$ cat src/rtl/smb_host_pkg.sv
package smb_host_pkg;

  localparam int BYTE_W = 8;

  // register offsets
  localparam int OFS_STS = 0;
  localparam int OFS_CTL = 2;
  localparam int OFS_CMD = 3;
  localparam int OFS_ADR = 4;
  localparam int OFS_D0  = 5;
  localparam int OFS_D1  = 6;
  localparam int OFS_PEC = 8;
  localparam int OFS_AXC = 13;

  // status bit positions
  localparam int ST_BUSY     = 0;
  localparam int ST_INTR     = 1;
  localparam int ST_DEVERR   = 2;
  localparam int ST_BUSERR   = 3;
  localparam int ST_FAILED   = 4;
  localparam int ST_ALERT    = 5;
  localparam int ST_INUSE    = 6;
  localparam int ST_BYTEDONE = 7;

  localparam logic [BYTE_W-1:0] STS_W1C = 8'hFE;
  localparam logic [BYTE_W-1:0] STS_IRQ = 8'h1E;

  // control bit positions
  localparam int CTL_KILL = 1;
  localparam int CTL_PLO  = 2;
  localparam int CTL_PHI  = 5;
  localparam int CTL_GO   = 6;
  localparam int CTL_PEC  = 7;
  localparam int PROTO_W  = CTL_PHI - CTL_PLO + 1;

  typedef struct packed {
    logic               pec_en;
    logic [PROTO_W-1:0] proto;
    logic               kill;
  } ctl_t;

  // sticky update: clear where requested, then set where an event fired
  function automatic logic [BYTE_W-1:0] sticky_next(input logic [BYTE_W-1:0] cur,
                                                    input logic [BYTE_W-1:0] set_v,
                                                    input logic [BYTE_W-1:0] clr_v);
    return (cur & ~clr_v) | set_v;
  endfunction

  function automatic logic [BYTE_W-1:0] ctl_to_byte(input ctl_t c);
    return {c.pec_en, 1'b0, c.proto, c.kill, 1'b0};
  endfunction

  function automatic logic irq_of(input logic [BYTE_W-1:0] sts);
    return |(sts & STS_IRQ);
  endfunction

endpackage

$ cat src/rtl/smb_host_status.sv
module smb_host_status
  import smb_host_pkg::*;
(
  input  logic              clk,
  input  logic              rst_n,
  input  logic              wr_sts,
  input  logic [BYTE_W-1:0] clr_req,
  input  logic              rd_sts,
  input  logic              start_acc,
  input  logic              kill_q,
  input  logic              ev_done,
  input  logic              ev_byte,
  input  logic              ev_dev,
  input  logic              ev_bus,
  input  logic              ev_alert,
  output logic [BYTE_W-1:0] sts_q
);

  logic              busy;
  logic              kill_hit;
  logic              busy_n;
  logic [BYTE_W-1:0] set_v;
  logic [BYTE_W-1:0] clr_v;
  logic [BYTE_W-1:0] flags_n;

  assign busy     = sts_q[ST_BUSY];
  assign kill_hit = kill_q && busy;

  always_comb begin
    set_v              = '0;
    set_v[ST_BYTEDONE] = ev_byte;
    set_v[ST_INUSE]    = rd_sts;
    set_v[ST_ALERT]    = ev_alert;
    set_v[ST_FAILED]   = kill_hit;
    set_v[ST_BUSERR]   = ev_bus;
    set_v[ST_DEVERR]   = ev_dev;
    set_v[ST_INTR]     = ev_done;
    clr_v              = wr_sts ? (clr_req & STS_W1C) : '0;
    busy_n             = busy;
    if (start_acc)                busy_n = 1'b1;
    else if (ev_done || kill_hit) busy_n = 1'b0;
    flags_n          = sticky_next(sts_q, set_v, clr_v);
    flags_n[ST_BUSY] = busy_n;
  end

  always_ff @(posedge clk) begin
    if (!rst_n) sts_q <= '0;
    else        sts_q <= flags_n;
  end

  assert_start_sets_busy_R5: assert property (@(posedge clk) disable iff (!rst_n)
    start_acc |=> sts_q[ST_BUSY]);

  assert_kill_fails_R8: assert property (@(posedge clk) disable iff (!rst_n)
    kill_hit |=> (!sts_q[ST_BUSY] && sts_q[ST_FAILED]));

  assert_w1c_intr_R4: assert property (@(posedge clk) disable iff (!rst_n)
    (clr_v[ST_INTR] && !ev_done) |=> !sts_q[ST_INTR]);

  assert_busy_hold_R4: assert property (@(posedge clk) disable iff (!rst_n)
    (!start_acc && !ev_done && !kill_hit) |=> $stable(sts_q[ST_BUSY]));

  assert_done_R7: assert property (@(posedge clk) disable iff (!rst_n)
    (ev_done && !start_acc) |=> (!sts_q[ST_BUSY] && sts_q[ST_INTR]));

endmodule

$ cat src/rtl/smb_host_ctrl.sv
module smb_host_ctrl
  import smb_host_pkg::*;
(
  input  logic clk,
  input  logic rst_n,
  input  logic wr_ctl,
  input  logic rd_ctl,
  input  logic go_bit,
  input  ctl_t wr_fields,
  input  logic busy,
  output ctl_t ctl_q,
  output logic start_acc,
  output logic eng_start,
  output logic blk_idx_rst
);

  logic start_req;
  logic start_drop;
  logic upd;

  assign start_req  = wr_ctl && go_bit;
  assign start_drop = start_req && busy;
  assign start_acc  = start_req && !busy && !wr_fields.kill;
  assign upd        = wr_ctl && !start_drop;

  always_ff @(posedge clk) begin
    if (!rst_n) begin
      ctl_q       <= '0;
      eng_start   <= 1'b0;
      blk_idx_rst <= 1'b0;
    end else begin
      if (upd) ctl_q <= wr_fields;
      eng_start   <= start_acc;
      blk_idx_rst <= rd_ctl;
    end
  end

  assert_start_ignored_R6: assert property (@(posedge clk) disable iff (!rst_n)
    start_drop |=> ($stable(ctl_q) && !eng_start));

  assert_start_pulse_R5: assert property (@(posedge clk) disable iff (!rst_n)
    eng_start |=> !eng_start);

  assert_idx_pulse_R9: assert property (@(posedge clk) disable iff (!rst_n)
    rd_ctl |=> blk_idx_rst);

endmodule

$ cat src/rtl/smb_host_data.sv
module smb_host_data
  import smb_host_pkg::*;
#(
  parameter int AUX_W = 2
) (
  input  logic              clk,
  input  logic              rst_n,
  input  logic              wr_cmd,
  input  logic              wr_adr,
  input  logic              wr_pec,
  input  logic              wr_d0,
  input  logic              wr_d1,
  input  logic              wr_axc,
  input  logic [BYTE_W-1:0] wdata,
  input  logic              eng_rd_we,
  input  logic [BYTE_W-1:0] eng_rd_d0,
  input  logic [BYTE_W-1:0] eng_rd_d1,
  output logic [BYTE_W-1:0] cmd_q,
  output logic [BYTE_W-1:0] adr_q,
  output logic [BYTE_W-1:0] pec_q,
  output logic [BYTE_W-1:0] d0_q,
  output logic [BYTE_W-1:0] d1_q,
  output logic [AUX_W-1:0]  axc_q
);

  localparam int NPLAIN = 3;
  localparam int NRES   = 2;

  logic [NPLAIN-1:0]             plain_we;
  logic [NPLAIN-1:0][BYTE_W-1:0] plain_q;
  logic [NRES-1:0]               res_we;
  logic [NRES-1:0][BYTE_W-1:0]   res_eng;
  logic [NRES-1:0][BYTE_W-1:0]   res_q;

  assign plain_we = {wr_pec, wr_adr, wr_cmd};
  assign res_we   = {wr_d1, wr_d0};
  assign res_eng  = {eng_rd_d1, eng_rd_d0};

  // CPU-only byte registers
  for (genvar g = 0; g < NPLAIN; g++) begin : g_plain
    logic [BYTE_W-1:0] q;
    always_ff @(posedge clk) begin
      if (!rst_n)           q <= '0;
      else if (plain_we[g]) q <= wdata;
    end
    assign plain_q[g] = q;
  end

  // result registers: engine read-back beats a CPU write
  for (genvar g = 0; g < NRES; g++) begin : g_res
    logic [BYTE_W-1:0] q;
    always_ff @(posedge clk) begin
      if (!rst_n)         q <= '0;
      else if (eng_rd_we) q <= res_eng[g];
      else if (res_we[g]) q <= wdata;
    end
    assign res_q[g] = q;
  end

  always_ff @(posedge clk) begin
    if (!rst_n)      axc_q <= '0;
    else if (wr_axc) axc_q <= wdata[AUX_W-1:0];
  end

  assign cmd_q = plain_q[0];
  assign adr_q = plain_q[1];
  assign pec_q = plain_q[2];
  assign d0_q  = res_q[0];
  assign d1_q  = res_q[1];

  assert_eng_wins_R12: assert property (@(posedge clk) disable iff (!rst_n)
    eng_rd_we |=> (d0_q == $past(eng_rd_d0) && d1_q == $past(eng_rd_d1)));

  assert_cpu_load_R2: assert property (@(posedge clk) disable iff (!rst_n)
    wr_cmd |=> (cmd_q == $past(wdata)));

endmodule

$ cat src/rtl/smb_host_regs.sv
module smb_host_regs
  import smb_host_pkg::*;
#(
  parameter int ADDR_W = 4,
  parameter int AUX_W  = 2
) (
  input  logic              clk,
  input  logic              rst_n,
  input  logic [ADDR_W-1:0] bus_addr,
  input  logic              bus_wr,
  input  logic              bus_rd,
  input  logic [7:0]        bus_wdata,
  output logic [7:0]        bus_rdata,
  output logic              eng_start,
  output logic              eng_kill,
  output logic [3:0]        eng_proto,
  output logic              eng_pec_en,
  output logic              eng_crc_en,
  output logic              eng_blkbuf_en,
  output logic [7:0]        eng_cmd,
  output logic [7:0]        eng_slv_addr,
  output logic [7:0]        eng_data0,
  output logic [7:0]        eng_data1,
  output logic [7:0]        eng_pec_val,
  input  logic              eng_done,
  input  logic              eng_byte_done,
  input  logic              eng_dev_err,
  input  logic              eng_bus_err,
  input  logic              eng_alert,
  input  logic              eng_rd_we,
  input  logic [7:0]        eng_rd_d0,
  input  logic [7:0]        eng_rd_d1,
  output logic              blk_idx_rst,
  output logic              irq
);

  localparam int AUX_PAD = BYTE_W - AUX_W;

  // address decode
  logic hit_sts, hit_ctl, hit_cmd, hit_adr, hit_d0, hit_d1, hit_pec, hit_axc;
  assign hit_sts = (bus_addr == ADDR_W'(OFS_STS));
  assign hit_ctl = (bus_addr == ADDR_W'(OFS_CTL));
  assign hit_cmd = (bus_addr == ADDR_W'(OFS_CMD));
  assign hit_adr = (bus_addr == ADDR_W'(OFS_ADR));
  assign hit_d0  = (bus_addr == ADDR_W'(OFS_D0));
  assign hit_d1  = (bus_addr == ADDR_W'(OFS_D1));
  assign hit_pec = (bus_addr == ADDR_W'(OFS_PEC));
  assign hit_axc = (bus_addr == ADDR_W'(OFS_AXC));

  logic              rd_sts, rd_ctl, wr_sts, wr_ctl;
  logic [BYTE_W-1:0] sts_q;
  ctl_t              ctl_q;
  ctl_t              wr_fields;
  logic              start_acc;
  logic [BYTE_W-1:0] cmd_q, adr_q, pec_q, d0_q, d1_q;
  logic [AUX_W-1:0]  axc_q;

  assign rd_sts    = bus_rd && hit_sts;
  assign rd_ctl    = bus_rd && hit_ctl;
  assign wr_sts    = bus_wr && hit_sts;
  assign wr_ctl    = bus_wr && hit_ctl;
  assign wr_fields = ctl_t'{bus_wdata[CTL_PEC], bus_wdata[CTL_PHI:CTL_PLO], bus_wdata[CTL_KILL]};

  smb_host_status u_sts (
    .clk       (clk),
    .rst_n     (rst_n),
    .wr_sts    (wr_sts),
    .clr_req   (bus_wdata),
    .rd_sts    (rd_sts),
    .start_acc (start_acc),
    .kill_q    (ctl_q.kill),
    .ev_done   (eng_done),
    .ev_byte   (eng_byte_done),
    .ev_dev    (eng_dev_err),
    .ev_bus    (eng_bus_err),
    .ev_alert  (eng_alert),
    .sts_q     (sts_q)
  );

  smb_host_ctrl u_ctl (
    .clk         (clk),
    .rst_n       (rst_n),
    .wr_ctl      (wr_ctl),
    .rd_ctl      (rd_ctl),
    .go_bit      (bus_wdata[CTL_GO]),
    .wr_fields   (wr_fields),
    .busy        (sts_q[ST_BUSY]),
    .ctl_q       (ctl_q),
    .start_acc   (start_acc),
    .eng_start   (eng_start),
    .blk_idx_rst (blk_idx_rst)
  );

  smb_host_data #(.AUX_W(AUX_W)) u_dat (
    .clk       (clk),
    .rst_n     (rst_n),
    .wr_cmd    (bus_wr && hit_cmd),
    .wr_adr    (bus_wr && hit_adr),
    .wr_pec    (bus_wr && hit_pec),
    .wr_d0     (bus_wr && hit_d0),
    .wr_d1     (bus_wr && hit_d1),
    .wr_axc    (bus_wr && hit_axc),
    .wdata     (bus_wdata),
    .eng_rd_we (eng_rd_we),
    .eng_rd_d0 (eng_rd_d0),
    .eng_rd_d1 (eng_rd_d1),
    .cmd_q     (cmd_q),
    .adr_q     (adr_q),
    .pec_q     (pec_q),
    .d0_q      (d0_q),
    .d1_q      (d1_q),
    .axc_q     (axc_q)
  );

  // read mux
  always_comb begin
    bus_rdata = '0;
    if (hit_sts) bus_rdata = sts_q;
    if (hit_ctl) bus_rdata = ctl_to_byte(ctl_q);
    if (hit_cmd) bus_rdata = cmd_q;
    if (hit_adr) bus_rdata = adr_q;
    if (hit_d0)  bus_rdata = d0_q;
    if (hit_d1)  bus_rdata = d1_q;
    if (hit_pec) bus_rdata = pec_q;
    if (hit_axc) bus_rdata = {{AUX_PAD{1'b0}}, axc_q};
  end

  assign eng_kill      = ctl_q.kill;
  assign eng_proto     = ctl_q.proto;
  assign eng_pec_en    = ctl_q.pec_en;
  assign eng_crc_en    = axc_q[0];
  assign eng_blkbuf_en = axc_q[1];
  assign eng_cmd       = cmd_q;
  assign eng_slv_addr  = adr_q;
  assign eng_data0     = d0_q;
  assign eng_data1     = d1_q;
  assign eng_pec_val   = pec_q;
  assign irq           = irq_of(sts_q);

  assert_alert_no_irq_R11: assert property (@(posedge clk) disable iff (!rst_n)
    (eng_alert && !irq && !eng_done && !eng_dev_err && !eng_bus_err && !ctl_q.kill) |=> !irq);

endmodule

$ cat config.mk
export PLATFORM = sky130hd
export DESIGN_NAME = smb_host_regs
export DESIGN_NICKNAME = d
export VERILOG_FILES = /design/src/rtl/smb_host_pkg.sv /design/src/rtl/smb_host_status.sv /design/src/rtl/smb_host_ctrl.sv /design/src/rtl/smb_host_data.sv /design/src/rtl/smb_host_regs.sv
export SDC_FILE = /design/constraint.sdc
export NUM_CORES = 1
export LEC_CHECK = 0
export BUFFER_PORTS_ARGS = -buffer_cell sky130_fd_sc_hd__buf_2
export CAP_MARGIN = 25
export CORE_MARGIN = 4
export CORE_UTILIZATION = 36
export CTS_BUF_LIST = sky130_fd_sc_hd__clkbuf_2
export CTS_CLUSTER_SIZE = 8
export DETAILED_ROUTE_END_ITERATION = 8
export HOLD_SLACK_MARGIN = 0.02
export PLACE_DENSITY = 0.66
export RECOVER_POWER = 50
export SLEW_MARGIN = 20
export SYNTH_ARGS = -nofsm -noshare
export SYNTH_HDL_FRONTEND = slang
export SYNTH_HIERARCHICAL = 1
export SYNTH_SLANG_ARGS = --single-unit
$ cat constraint.sdc
create_clock -name clk -period 2.2 [get_ports clk]
set_input_delay 0.22 -clock clk [delete_from_list [all_inputs] [get_ports clk]]
set_output_delay 0.22 -clock clk [all_outputs]
set_load 0.02 [all_outputs]
==> impl_summary.md, run 1 <==
CTS
The H-tree generated during clock tree synthesis spans 3 levels. The number of setup buffers added after CTS is 0. Clock-pin slew was measured on the worst setup and hold paths at 0.19 ns.

The maximum root-to-sink buffer count is 2. For the worst-skew pair, the clock arrives at the later sink with an insertion delay of 0.49 ns. After clock tree synthesis, the repair step resized 0 gates. The clock tree from TritonCTS is done. The count of clock tree sinks is 58. The root buffer cell chosen for the clock tree is sky130_fd_sc_hd__clkbuf_2. TritonCTS created 9 clock buffers.

Floorplanning
The placeable core region is 8678 µm². The number of ports placed on the die boundary is 97. The initial core utilization is 36.98%.

The die is 102.4 µm wide. The floorplan die area is 10490 µm². The overall die height is 102.4 µm.

The count of standard-cell rows is 34.

Drt
Before antenna repair, the detailed router went through 5 iterations. The final route contains 2956 vias. After the first detailed-routing iteration, the DRC count stood at 123. In the final routed layout, each cell accounts on average for 16.58 µm. In the routed layout, each cell is associated on average with a via count of 5.186. The number of design rule violations left after detail routing is 0. The count of nets left with antenna violations once routing finished came out at 0. The final layout contains routed wiring with a total length of 9.453 mm.

Global route
The all-layer global routing usage is 18.07%. The first global-routing pass estimated 14.73 mm of wire. The via count of the first global-routing pass came to 2978. The final global-route overflow total is 0. The number of antenna violations at the first check in global routing is 0. The maximum number of pins on one net before global-route repair is 45.

Critical path
The number of cells traversed by the worst register-to-register path is 2. The slowest library cell on the worst path is sky130_fd_sc_hd__dfxtp_1. The category of the worst setup path capture point is a primary output. The largest single stage delay on the critical path is 0.40 ns. The worst setup path is of the register to primary output kind.

The origin of the critical flop-to-flop path is u_sts/sts_q[0]. The end of the worst register-to-register path is u_ctl/ctl_q[0]. The critical path goes through mux2i_1 -> o21ai_0 -> a21oi_1 -> a22oi_1 -> buf_2. For flop-to-flop paths, the worst setup slack is 0.53 ns. The peak fanout along the critical path is 3. The startpoint type of the worst setup path is a register. Data on the critical path arrives at its endpoint at 1.76 ns.

At the worst endpoint, the required time is 1.98 ns. The launching element of the worst setup path is u_ctl/ctl_q[3].

STA
The total count of max-transition violations in the final report is 0. Across all setup checks in the final design, the least slack found is 0.2177 ns. For the pin with the worst max-slew slack, the measured transition is 1.202 ns. The final critical path takes up 90.10% of the cycle. The headroom to the max-slew limit is 19.16%. Setup total negative slack on the finished layout was measured at 0 ns. Setup repair after global routing left no endpoint under its margin.

The maximum clock skew at final layout is 0.02579 ns. The upper clock frequency limit is 504.5 MHz. The number of hold-slack violations in the final timing report is 0.

Setup violations remaining at the end of the flow were counted as 0. Subtracting the final worst setup slack from the clock period gives 1.982 ns.

Logic synthesis
By count the netlist is led by sky130_fd_sc_hd__dfxtp_1, sky130_fd_sc_hd__mux2i_1, sky130_fd_sc_hd__nor2b_1, sky130_fd_sc_hd__nand2_1, sky130_fd_sc_hd__nand2b_1. The area fraction of the dominant cell type after synthesis is 36.18%. The number of enable flip-flop cells after synthesis is 0. The most common cell in the synthesized netlist is sky130_fd_sc_hd__dfxtp_1. The sequential share of the synthesized area is 36.18%. The most used flip-flop cell after synthesis is sky130_fd_sc_hd__dfxtp_1. In the post-synthesis netlist, the biggest area contributors are sky130_fd_sc_hd__dfxtp_1, sky130_fd_sc_hd__mux2i_1, sky130_fd_sc_hd__mux2_4, sky130_fd_sc_hd__nor2b_1, sky130_fd_sc_hd__o211a_1. Counting every net in the synthesized netlist gives 374. Of all flip-flops after synthesis, the portion carrying an async set or reset was 0%. A synthesized cell averages 9.552 µm². The cell area that synthesis handed to floorplanning was 3209 µm². The cell count after synthesis is 336. sky130_fd_sc_hd__dfxtp_1 takes more of the synthesized area than any other cell. Synthesis instantiated 47 different standard cells from the library. The register bit total from synthesis is 58. For this run, the number of Yosys warnings is 6.

Job
The tool flagged a number of max-cap violations equal to 0.

Placement
At the end of routability-driven placement, the weighted congestion stood at 0.8677. The setup slack at placement is 0.2775 ns. The placed wire-length estimate is 6.754 mm. Port buffering added 96 buffers.

Final layout
The area used by multi-input combinational logic is 1838 µm². The relative area change from synthesis to final layout is 27.56%. After filler insertion, the fill cell instance count of the layout stands at 891. Across the whole layout, storage elements account for 1161 µm².

0 antenna diodes ended up in the layout. The layout net count is 495. The fraction of final layout cells with drive strength greater than 1 is 25.97%.

Min path
The worst hold path passes through 2 cells. The worst hold endpoint is u_sts/sts_q[6]. The start point of the worst hold path is bus_wdata[6]. The path class of the tightest hold or removal check is input pin to register.

Pwr
In this run the static leakage power is 1.810 nW. In this run the power density over the cells is 540.0 nW/µm². IR analysis of the VDD net gives a maximum drop of 0.3237 mV.

Status
The run finished with clean final reports.
through the flow:
stage          utilization, %  area [µm²]  power (mW)  hold slack [ns]  std cells
6_report                47.17        4094       2.211          0.04727        570
3_5_place_dp            43.21        3750       1.523           0.4688        525
3_3_place_gp            43.21        3750       1.518           0.4582        525
5_1_grt                 47.17        4094       2.317          0.01803        570
2_1_floorplan               -        3209       1.386           0.3273        336
4_1_cts                 47.79        4148       2.244          0.02699        570
metal layers:
metal  global-route usage (%)  wire length, µm  up-vias
met3                    5.392              778       10
met4                    4.440              106        0
met5                        0                0        -
met2                    31.08             4535      101
met1                    22.06             4033     1397
li1                         -                -     1448
worst max-delay path by stage:
| stage | endpoint | depth (start not counted) |
|---|---|---|
| 4_1_cts | bus_rdata[0] | 5 |
| 2_1_floorplan | u_dat/d1_q[0] | 8 |
| 6_report | bus_rdata[4] | 5 |
| 3_5_place_dp | bus_rdata[1] | 6 |
| 5_1_grt | bus_rdata[5] | 5 |
| 3_3_place_gp | bus_rdata[1] | 6 |
flip-flops by register name, indices dropped and copies added (netlist names):
name	flops
u_ctl/ctl_q	6
u_dat/cmd_q	8
u_dat/d0_q	8
u_ctl/blk_idx_rst	1
u_dat/axc_q	2
u_ctl/eng_start	1
u_dat/pec_q	8
u_dat/adr_q	8
u_sts/sts_q	8
u_dat/d1_q	8
critical path, delay by kind of cell, from the launching register on:
kind                   cells  cell delay [ns]
muxes                      1             0.08
buffers and inverters      1             0.22
AOI/OAI and AO/OA          3             0.57
DFF                        1             0.40
power by group:
| part | switching (mW) | leakage [nW] | internal, mW | total (mW) |
|---|---|---|---|---|
| Combinational | 0.224 | 1.26 | 0.198 | 0.422 |
| Sequential | 0.0311 | 0.474 | 1.09 | 1.12 |
| Clock | 0.411 | 0.0715 | 0.259 | 0.670 |
| Total | 0.666 | 1.81 | 1.54 | 2.21 |
repair_timing:
action                     4_1_cts  5_1_grt
setup endpoints to repair        0        0
hold buffers                    29        0
hold endpoints to repair        25        0
cells by family (layout without fill, tap and decap cells):
family          after synthesis  after routing  share of synthesized area (%)
simple gates                111            111                          19.73
buf+inv                      33            159                          6.121
mux                          59             59                          20.94
flops                        58             58                          36.18
compound gates               75             75                          17.04
placed cells by master (no fill, tap or decap), types with 2 or more instances in the layout:
cell,synthesis,final
sky130_fd_sc_hd__o22ai_1,3,3
sky130_fd_sc_hd__mux2_4,16,16
sky130_fd_sc_hd__buf_4,6,6
sky130_fd_sc_hd__o21ai_0,17,17
sky130_fd_sc_hd__clkbuf_2,0,10
sky130_fd_sc_hd__nor3_1,8,8
sky130_fd_sc_hd__nor2_1,5,6
sky130_fd_sc_hd__nand2_1,22,22
sky130_fd_sc_hd__mux2i_1,42,42
sky130_fd_sc_hd__a21o_1,5,5
sky130_fd_sc_hd__nor3b_1,2,2
sky130_fd_sc_hd__dlygate4sd3_1,0,29
sky130_fd_sc_hd__and3_1,5,5
sky130_fd_sc_hd__clkinv_2,0,4
sky130_fd_sc_hd__dfxtp_1,58,58
sky130_fd_sc_hd__o21a_1,3,3
sky130_fd_sc_hd__buf_2,7,76
sky130_fd_sc_hd__and2_0,0,2
sky130_fd_sc_hd__a22oi_1,5,5
sky130_fd_sc_hd__nand3_1,7,7
sky130_fd_sc_hd__a21oi_1,11,11
sky130_fd_sc_hd__o211a_1,16,16
sky130_fd_sc_hd__nor2b_1,30,30
sky130_fd_sc_hd__inv_1,7,7
sky130_fd_sc_hd__clkbuf_1,8,24
sky130_fd_sc_hd__nand2b_1,18,18
sky130_fd_sc_hd__a31oi_1,6,6
layout make-up:
| class | count | area share [%] |
|---|---|---|
| clock buffers | 10 | 1.222 |
| well taps | 108 | 3.301 |
| repair buffers | 136 | 20.17 |
| inverters | 7 | 0.6418 |
| multi-input cells | 245 | 44.90 |
| clock inverters | 6 | 1.406 |
| flip-flops and latches | 58 | 28.36 |
Power figures use the tool's default switching activity.
==> inputs of run 2 (changes only) <==
--- a/config.mk
+++ b/config.mk
@@ -14,7 +14,6 @@
 export DETAILED_ROUTE_END_ITERATION = 8
 export HOLD_SLACK_MARGIN = 0.02
 export PLACE_DENSITY = 0.66
-export RECOVER_POWER = 50
 export SLEW_MARGIN = 20
 export SYNTH_ARGS = -nofsm -noshare
 export SYNTH_HDL_FRONTEND = slang
==> impl_summary.md, run 2 (synthesized netlist as in run 1, its figures left out) <==
Placement
In this run the cell area measured after placement is 3750 µm². The count of buffers added on input and output ports is 96. Prior to clock tree synthesis, the placed netlist has a worst setup slack of 0.2775 ns. Detailed placement finished with a half-perimeter wire length of 6.754 mm. The placer's final routability congestion estimate is 0.8677. The number of placed instances, taps included, is 525.

Critical path
The number of buffers and inverters on the critical path is 1. The classification of the worst setup path is register to primary output. The kind of cell with the highest combined delay along the critical path is compound AO/OA/AOI/OAI gates. The maximum cell stage delay along the critical path is 0.41 ns. The worst register-to-register path ends at u_sts/sts_q[3]. The setup check on the worst reg-to-reg path leaves a slack of 0.94 ns. For the worst setup path, the data arrival time is 1.79 ns. Traced cell by cell, the critical path runs through and3_1 -> a21oi_1 -> o311ai_0 -> a2bb2oi_1 -> buf_2. STA classifies the critical path endpoint as a primary output.

The required time reported for the critical path endpoint is 1.98 ns. The worst setup path is launched from a register. The peak fanout along the critical path is 3. The origin of the critical flop-to-flop path is u_sts/sts_q[3].

Measured in cells, the most critical reg-to-reg path has a length of 3. For this design, the slowest cell found on the critical path is sky130_fd_sc_hd__dfxtp_1.

Pwr
The net switching fraction of the power is 30.24%. The maximum vdd drop is 0.3240 mV. The static power due to leakage is 1.916 nW. The part of the total power dissipated in the clock network is 30.4%. The post-layout total power is 2.219 mW. Of the total power, registers draw 50.4%. The design internal power is 1.548 mW.

The net switching power of the design is 671.2 µW. Dividing total power by cell area gives a power density of 535.1 nW/µm². The logic gate share of total power is 19.2%.

Job
Max-cap violations in this run came to 0.

CTS
In this run, CTS created clock tree buffers numbering 9. The number of setup buffers added after CTS is 0. The clock latency reported for the late side of the worst-skew pair is 0.50 ns. The root buffer cell chosen for the clock tree is sky130_fd_sc_hd__clkbuf_2. The clock tree from TritonCTS is done.

The count of clock tree sinks is 58. The maximum root-to-sink buffer count is 2. The CTS H-tree depth is 3.

The post-CTS resize count is 0. After clock tree synthesis, the clock-pin slew on the worst setup and hold paths is 0.16 ns.

Global route
The number of antenna violations at the first check in global routing is 0. The all-layer global routing usage is 18.07%. The maximum number of pins on one net before global-route repair is 45. The final global-route overflow total is 0.

The via count of the first global-routing pass was 2978. The global-route wire length before repair is 14.73 mm.

Drt
The routed layout has 2974 vias. The average vias per placed instance is 5.218. After the first detailed-routing iteration, the DRC count stood at 129.

After detailed routing, the average wire length per cell comes to 16.62 µm. The count of TritonRoute iterations in the first routing pass is 5. The number of routed nets with antenna violations is 0. After detailed routing, the number of remaining DRC violations is 0. The final wirelength is 9.471 mm.

STA
The worst hold slack after final layout is 0.06010 ns. On the final layout, the worst clock skew is 0.02402 ns. The pin slew with the least headroom to its limit is 0.6104 ns. The part of the cycle the worst path needs is 91.28%. Headroom to the max-slew limit came out at 59.22%. The total count of max-transition violations in the final report was 0. The upper clock frequency limit is 498.0 MHz. The setup TNS is 0 ns. Once routing completed, OpenROAD measured the worst setup slack at 0.1919 ns. The final count of negative-setup-slack endpoints is 0. The number of hold-slack violations in the final timing report is 0. Setup repair after global routing left no endpoint under its margin.

The worst path needs 2.008 ns of the cycle, external delays included.

Floorplanning
The number of ports placed on the die boundary is 97. The die covers 10490 µm². Once the floorplan was initialized, standard cells occupied 36.98% of the core. In this run the core area contains 34 standard-cell rows. The horizontal extent of the die is 102.4 µm.

The overall die height is 102.4 µm. The floorplan step defined a core boundary enclosing 8678 µm².

Min path
The min-delay analysis places its worst path in the category input pin to register. The number of cells on the worst hold path is 3. The startpoint identified for the worst hold timing path is eng_rd_d1[3]. For hold timing, the worst endpoint is u_dat/d1_q[3].

Final layout
In the layout the commonest cells are sky130_fd_sc_hd__buf_2, sky130_fd_sc_hd__dfxtp_1, sky130_fd_sc_hd__mux2i_1. Leaving out fill and tap cells, the most frequent cell in the layout is sky130_fd_sc_hd__buf_2. The number of cells in the finished layout apart from fillers is 570. The relative area change from synthesis to final layout is 29.24%. The final cell area excluding filler cells is 4148 µm². The repair_antennas step left the layout with diodes totalling 0. Measured on the finished design, the core utilization comes to 47.79%. In the final layout, the share of cells above drive strength 1 is 31.60%. The layout net count is 495.

Status
The run finished with clean final reports.
run 2: worst register-to-register path, stage by stage (launching register included):
cell and delay (ns):
sky130_fd_sc_hd__dfxtp_1 0.39, sky130_fd_sc_hd__o21ai_0 0.10, sky130_fd_sc_hd__a31oi_1 0.17, sky130_fd_sc_hd__dlygate4sd3_1 0.57
run 2: final cells by class:
cell class,count,area [µm²]
Fill cell,874,4531
Multi-Input combinational cell,245,1852
Sequential cell,58,1161
Timing Repair Buffer,136,865.8
Tap cell,108,135.1
Clock inverter,6,57.56
Clock buffer,10,50.05
Inverter,7,26.28
run 2: worst max-delay path by stage:
| stage | startpoint | endpoint | slack [ns] | cells after the start |
|---|---|---|---|---|
| after global placement | bus_addr[1] | bus_rdata[1] | 0.31 | 6 |
| after floorplan | bus_addr[0] | u_dat/d1_q[0] | 0.51 | 8 |
| final | u_dat/d1_q[0] | bus_rdata[0] | 0.19 | 5 |
| after CTS | u_dat/d1_q[0] | bus_rdata[0] | 0.14 | 5 |
| after global routing | u_ctl/ctl_q[4] | bus_rdata[5] | 0.06 | 5 |
| after detailed placement | bus_addr[1] | bus_rdata[1] | 0.28 | 6 |
run 2: power by group through the flow:
| stage | combinational [mW] | clock [mW] | sequential, mW |
|---|---|---|---|
| floorplan | 0.220 | 0 | 1.17 |
| global placement | 0.376 | 0 | 1.14 |
| detailed placement | 0.382 | 0 | 1.14 |
| CTS | 0.425 | 0.700 | 1.12 |
| global route | 0.460 | 0.737 | 1.12 |
| finish | 0.426 | 0.675 | 1.12 |
run 2: per-layer routing:
metal  global-route usage (%)  part of all wire (%)
met3                    5.392                   7.2
met1                    22.06                    43
met5                        0                     0
met2                    31.08                    48
met4                    4.440                   1.6
run 2: timing repair:
item	in CTS	in global routing
hold endpoints to repair	25	0
hold buffers	29	0
setup endpoints to repair	0	0
==> inputs of run 3 (changes only) <==
--- a/config.mk
+++ b/config.mk
@@ -5,15 +5,15 @@
 export SDC_FILE = /design/constraint.sdc
 export NUM_CORES = 1
 export LEC_CHECK = 0
-export BUFFER_PORTS_ARGS = -buffer_cell sky130_fd_sc_hd__buf_2
 export CAP_MARGIN = 25
 export CORE_MARGIN = 4
 export CORE_UTILIZATION = 36
 export CTS_BUF_LIST = sky130_fd_sc_hd__clkbuf_2
 export CTS_CLUSTER_SIZE = 8
 export DETAILED_ROUTE_END_ITERATION = 8
+export DONT_BUFFER_PORTS = 1
 export HOLD_SLACK_MARGIN = 0.02
-export PLACE_DENSITY = 0.66
+export PLACE_DENSITY = 0.57
 export SLEW_MARGIN = 20
 export SYNTH_ARGS = -nofsm -noshare
 export SYNTH_HDL_FRONTEND = slang
==> impl_summary.md, run 3 (synthesized netlist as in run 1, its figures left out) <==
Placement
Timing analysis after detailed placement gives a worst setup slack of 0.5191 ns. The placer's final routability congestion estimate is 0.8816. Input and output buffers added on the ports amount to 0.

The number of placed instances, taps included, is 426. The placed wire-length estimate is 6.490 mm. The area after detailed placement is 3239 µm².

Critical path
Among cell families on the critical path, the largest total delay comes from compound AO/OA/AOI/OAI gates. The slowest stage of the critical path belongs to the cell sky130_fd_sc_hd__dfxtp_2. The startpoint type of the worst setup path is a register. STA puts the critical path data required time at 1.98 ns.

The peak fanout along the critical path is 3. In this design, the stage delay of the slowest critical-path cell is 0.44 ns. Counting both buffers and inverters, the worst setup path holds a total of 0. The category of the worst setup path capture point is a primary output.

The most critical setup path has its startpoint at u_ctl/ctl_q[4]. The arrival time at the worst endpoint is 1.78 ns. The critical path goes through mux2i_1 -> o21ai_0 -> a21oi_1 -> a22oi_2. The classification of the worst setup path is register to primary output. The origin of the critical flop-to-flop path is u_sts/sts_q[0].

STA
After layout, the minimum clock period comes to 2.002 ns. The worst hold slack after final layout is 0.1100 ns. In the finished design, the share of the clock period the worst path needs comes to 91.01%.

Adding up every negative setup slack in the final design gives 0 ns. In this run the tightest slew margin relative to its limit is 48.25%. Setup repair after global routing left no endpoint under its margin. The final count of negative-setup-slack endpoints is 0. At the pin with the least slew margin, the transition time is 0.7746 ns. The total count of max-transition violations in the final report was 0. The maximum clock skew at final layout is 0.01922 ns.

For this run, the top clock speed supported by timing is 499.4 MHz. The number of hold-slack violations in the final timing report is 0. The minimum setup slack in the final design is 0.1978 ns.

Job
The total of max-cap violations is 0.

Final layout
The final cell area excluding filler cells is 3797 µm². From synthesis to final layout, the design area changed by 18.32%. After the flow finishes, the layout carries non-filler instances totaling 480. The layout net count is 405. The repair_antennas step left the layout with diodes totalling 0.

The most common cell after layout, fill and taps aside is sky130_fd_sc_hd__dfxtp_1. The area used by multi-input combinational logic is 1887 µm². The fraction of final layout cells with drive strength greater than 1 is 16.67%. The count of filler cells inserted in the layout is 878. Across the whole layout, storage elements account for 1172 µm². Cells fill 43.76% of the core in the end. In the layout the commonest cells are sky130_fd_sc_hd__dfxtp_1, sky130_fd_sc_hd__mux2i_1, sky130_fd_sc_hd__dlygate4sd3_1.

Min path
The start point of the worst hold path is bus_wr. The worst min-delay path class is input pin to register.

Global route
The global-route wire length before repair is 14.51 mm. The total overflow left after global routing is 0. Across every metal layer, demand over resource in global routing totals 18.33%. The number of antenna violations at the first check in global routing is 0. The via count of the first global-routing pass is 2607. The most utilized layer in the global route result is met2.

The global-route track usage on met1 is 21.37%. The maximum number of pins on one net before global-route repair is 58. The met3 routing resource usage after global routing is 10.72%. Global routing consumed, on the met2 layer, 28.65% of the routing resources.

Floorplanning
The overall die height is 102.4 µm. After floorplanning, the core was divided into 34 placement rows. The core region is 8678 µm².

Pin placement for this block handled 97 I/O pins. Measured along the x axis, the die boundary spans 102.4 µm. The die covers 10490 µm². For this configuration, the core starts out at a cell density of 36.98%.

Drt
The total number of vias is 2624. The number of design rule violations left after detail routing is 0. The number of DRC violations after detailed-routing iteration 0 is 198.

The count of TritonRoute iterations in the first routing pass is 4. The number of routed nets with antenna violations is 0. Using the TritonRoute via totals, the vias-per-cell ratio works out to 5.467. After detailed routing, the average wire length per cell comes to 20.04 µm. After detailed routing, the total wire length is 9.617 mm.

Pwr
The worst-case IR drop observed on VDD is 0.2267 mV. The part of the total power dissipated in the clock network is 34.8%. In this run the power density over the cells is 592.5 nW/µm². The net switching power of the design is 622.9 µW. Sequential cells burn 51.6% of the power. Combinational logic is responsible for 13.7% of the overall power. The design internal power is 1.627 mW. The net switching fraction of the power is 27.69%. The static power due to leakage is 1.506 nW. The post-layout total power is 2.250 mW.

CTS
Clock tree synthesis selected as its root buffer the cell sky130_fd_sc_hd__clkbuf_2. The H-tree was split into 3 levels. At the later pin of the worst-skew pair, clock insertion delay measures 0.47 ns.

The number of setup buffers added after CTS is 0. The TritonCTS buffer count is 9. The maximum root-to-sink buffer count is 2. The clock tree from TritonCTS is done.

Clock-pin slew was measured on the worst setup and hold paths at 0.18 ns. Clock tree synthesis found a total of 58 sinks.

Status
The run finished with clean final reports.
run 3: changes by cell type in the layout (fill, tap and decap cells not counted), sizes merged:
| cell | change |
|---|---|
| bufinv | +1 |
| dlygate4sd3 | +7 |
| clkinv | -1 |
| buf | -97 |
run 3: layout make-up:
type                            count  area share, %
Sequential cell                    58          30.87
Clock buffer                       10          1.318
Tap cell                          108          3.558
Inverter                            7         0.6919
Timing Repair Buffer               46          11.73
Clock inverter                      6          2.142
Multi-Input combinational cell    245          49.69
run 3: metal layers:
metal	wire length [µm]	vias up
li1	-	1269
met1	3985	1256
met2	4462	85
met3	1013	14
met4	156	0
met5	0	-
run 3: path summary, 6_finish.rpt:
kind | end | slack [ns] | cells past startpoint
setup / recovery | bus_rdata[5] | 0.20 | 4
hold / removal | u_dat/axc_q[1] | 0.11 | 3
setup reg to reg | u_ctl/ctl_q[3] | 0.63 | 3
hold reg to reg | u_sts/sts_q[4] | 0.53 | 1
run 3: power groups by stage:
stage                     Sequential [mW]  Combinational (mW)  Clock, mW
after global placement               1.18               0.200          0
after CTS                            1.16               0.306      0.811
after floorplan                      1.17               0.220          0
after global routing                 1.17               0.332      0.872
final                                1.16               0.307      0.782
after detailed placement             1.18               0.203          0
run 3: worst reg2reg max path, delay by kind of cell, from the launching register on:
kind / cells / cell delay [ns]
buffers and inverters: 1 / 0.56
flip-flops: 1 / 0.40
AO/OA/AOI/OAI: 1 / 0.34
multiplexers: 1 / 0.25
run 3: what timing repair did:
item                                   4_1_cts  5_1_grt
setup endpoints to repair                    5        7
endpoints found under the hold margin       58        0
cloned                                       0        0
pin swaps                                    0        0
resized for setup                            5       10
hold buffers                                38        0
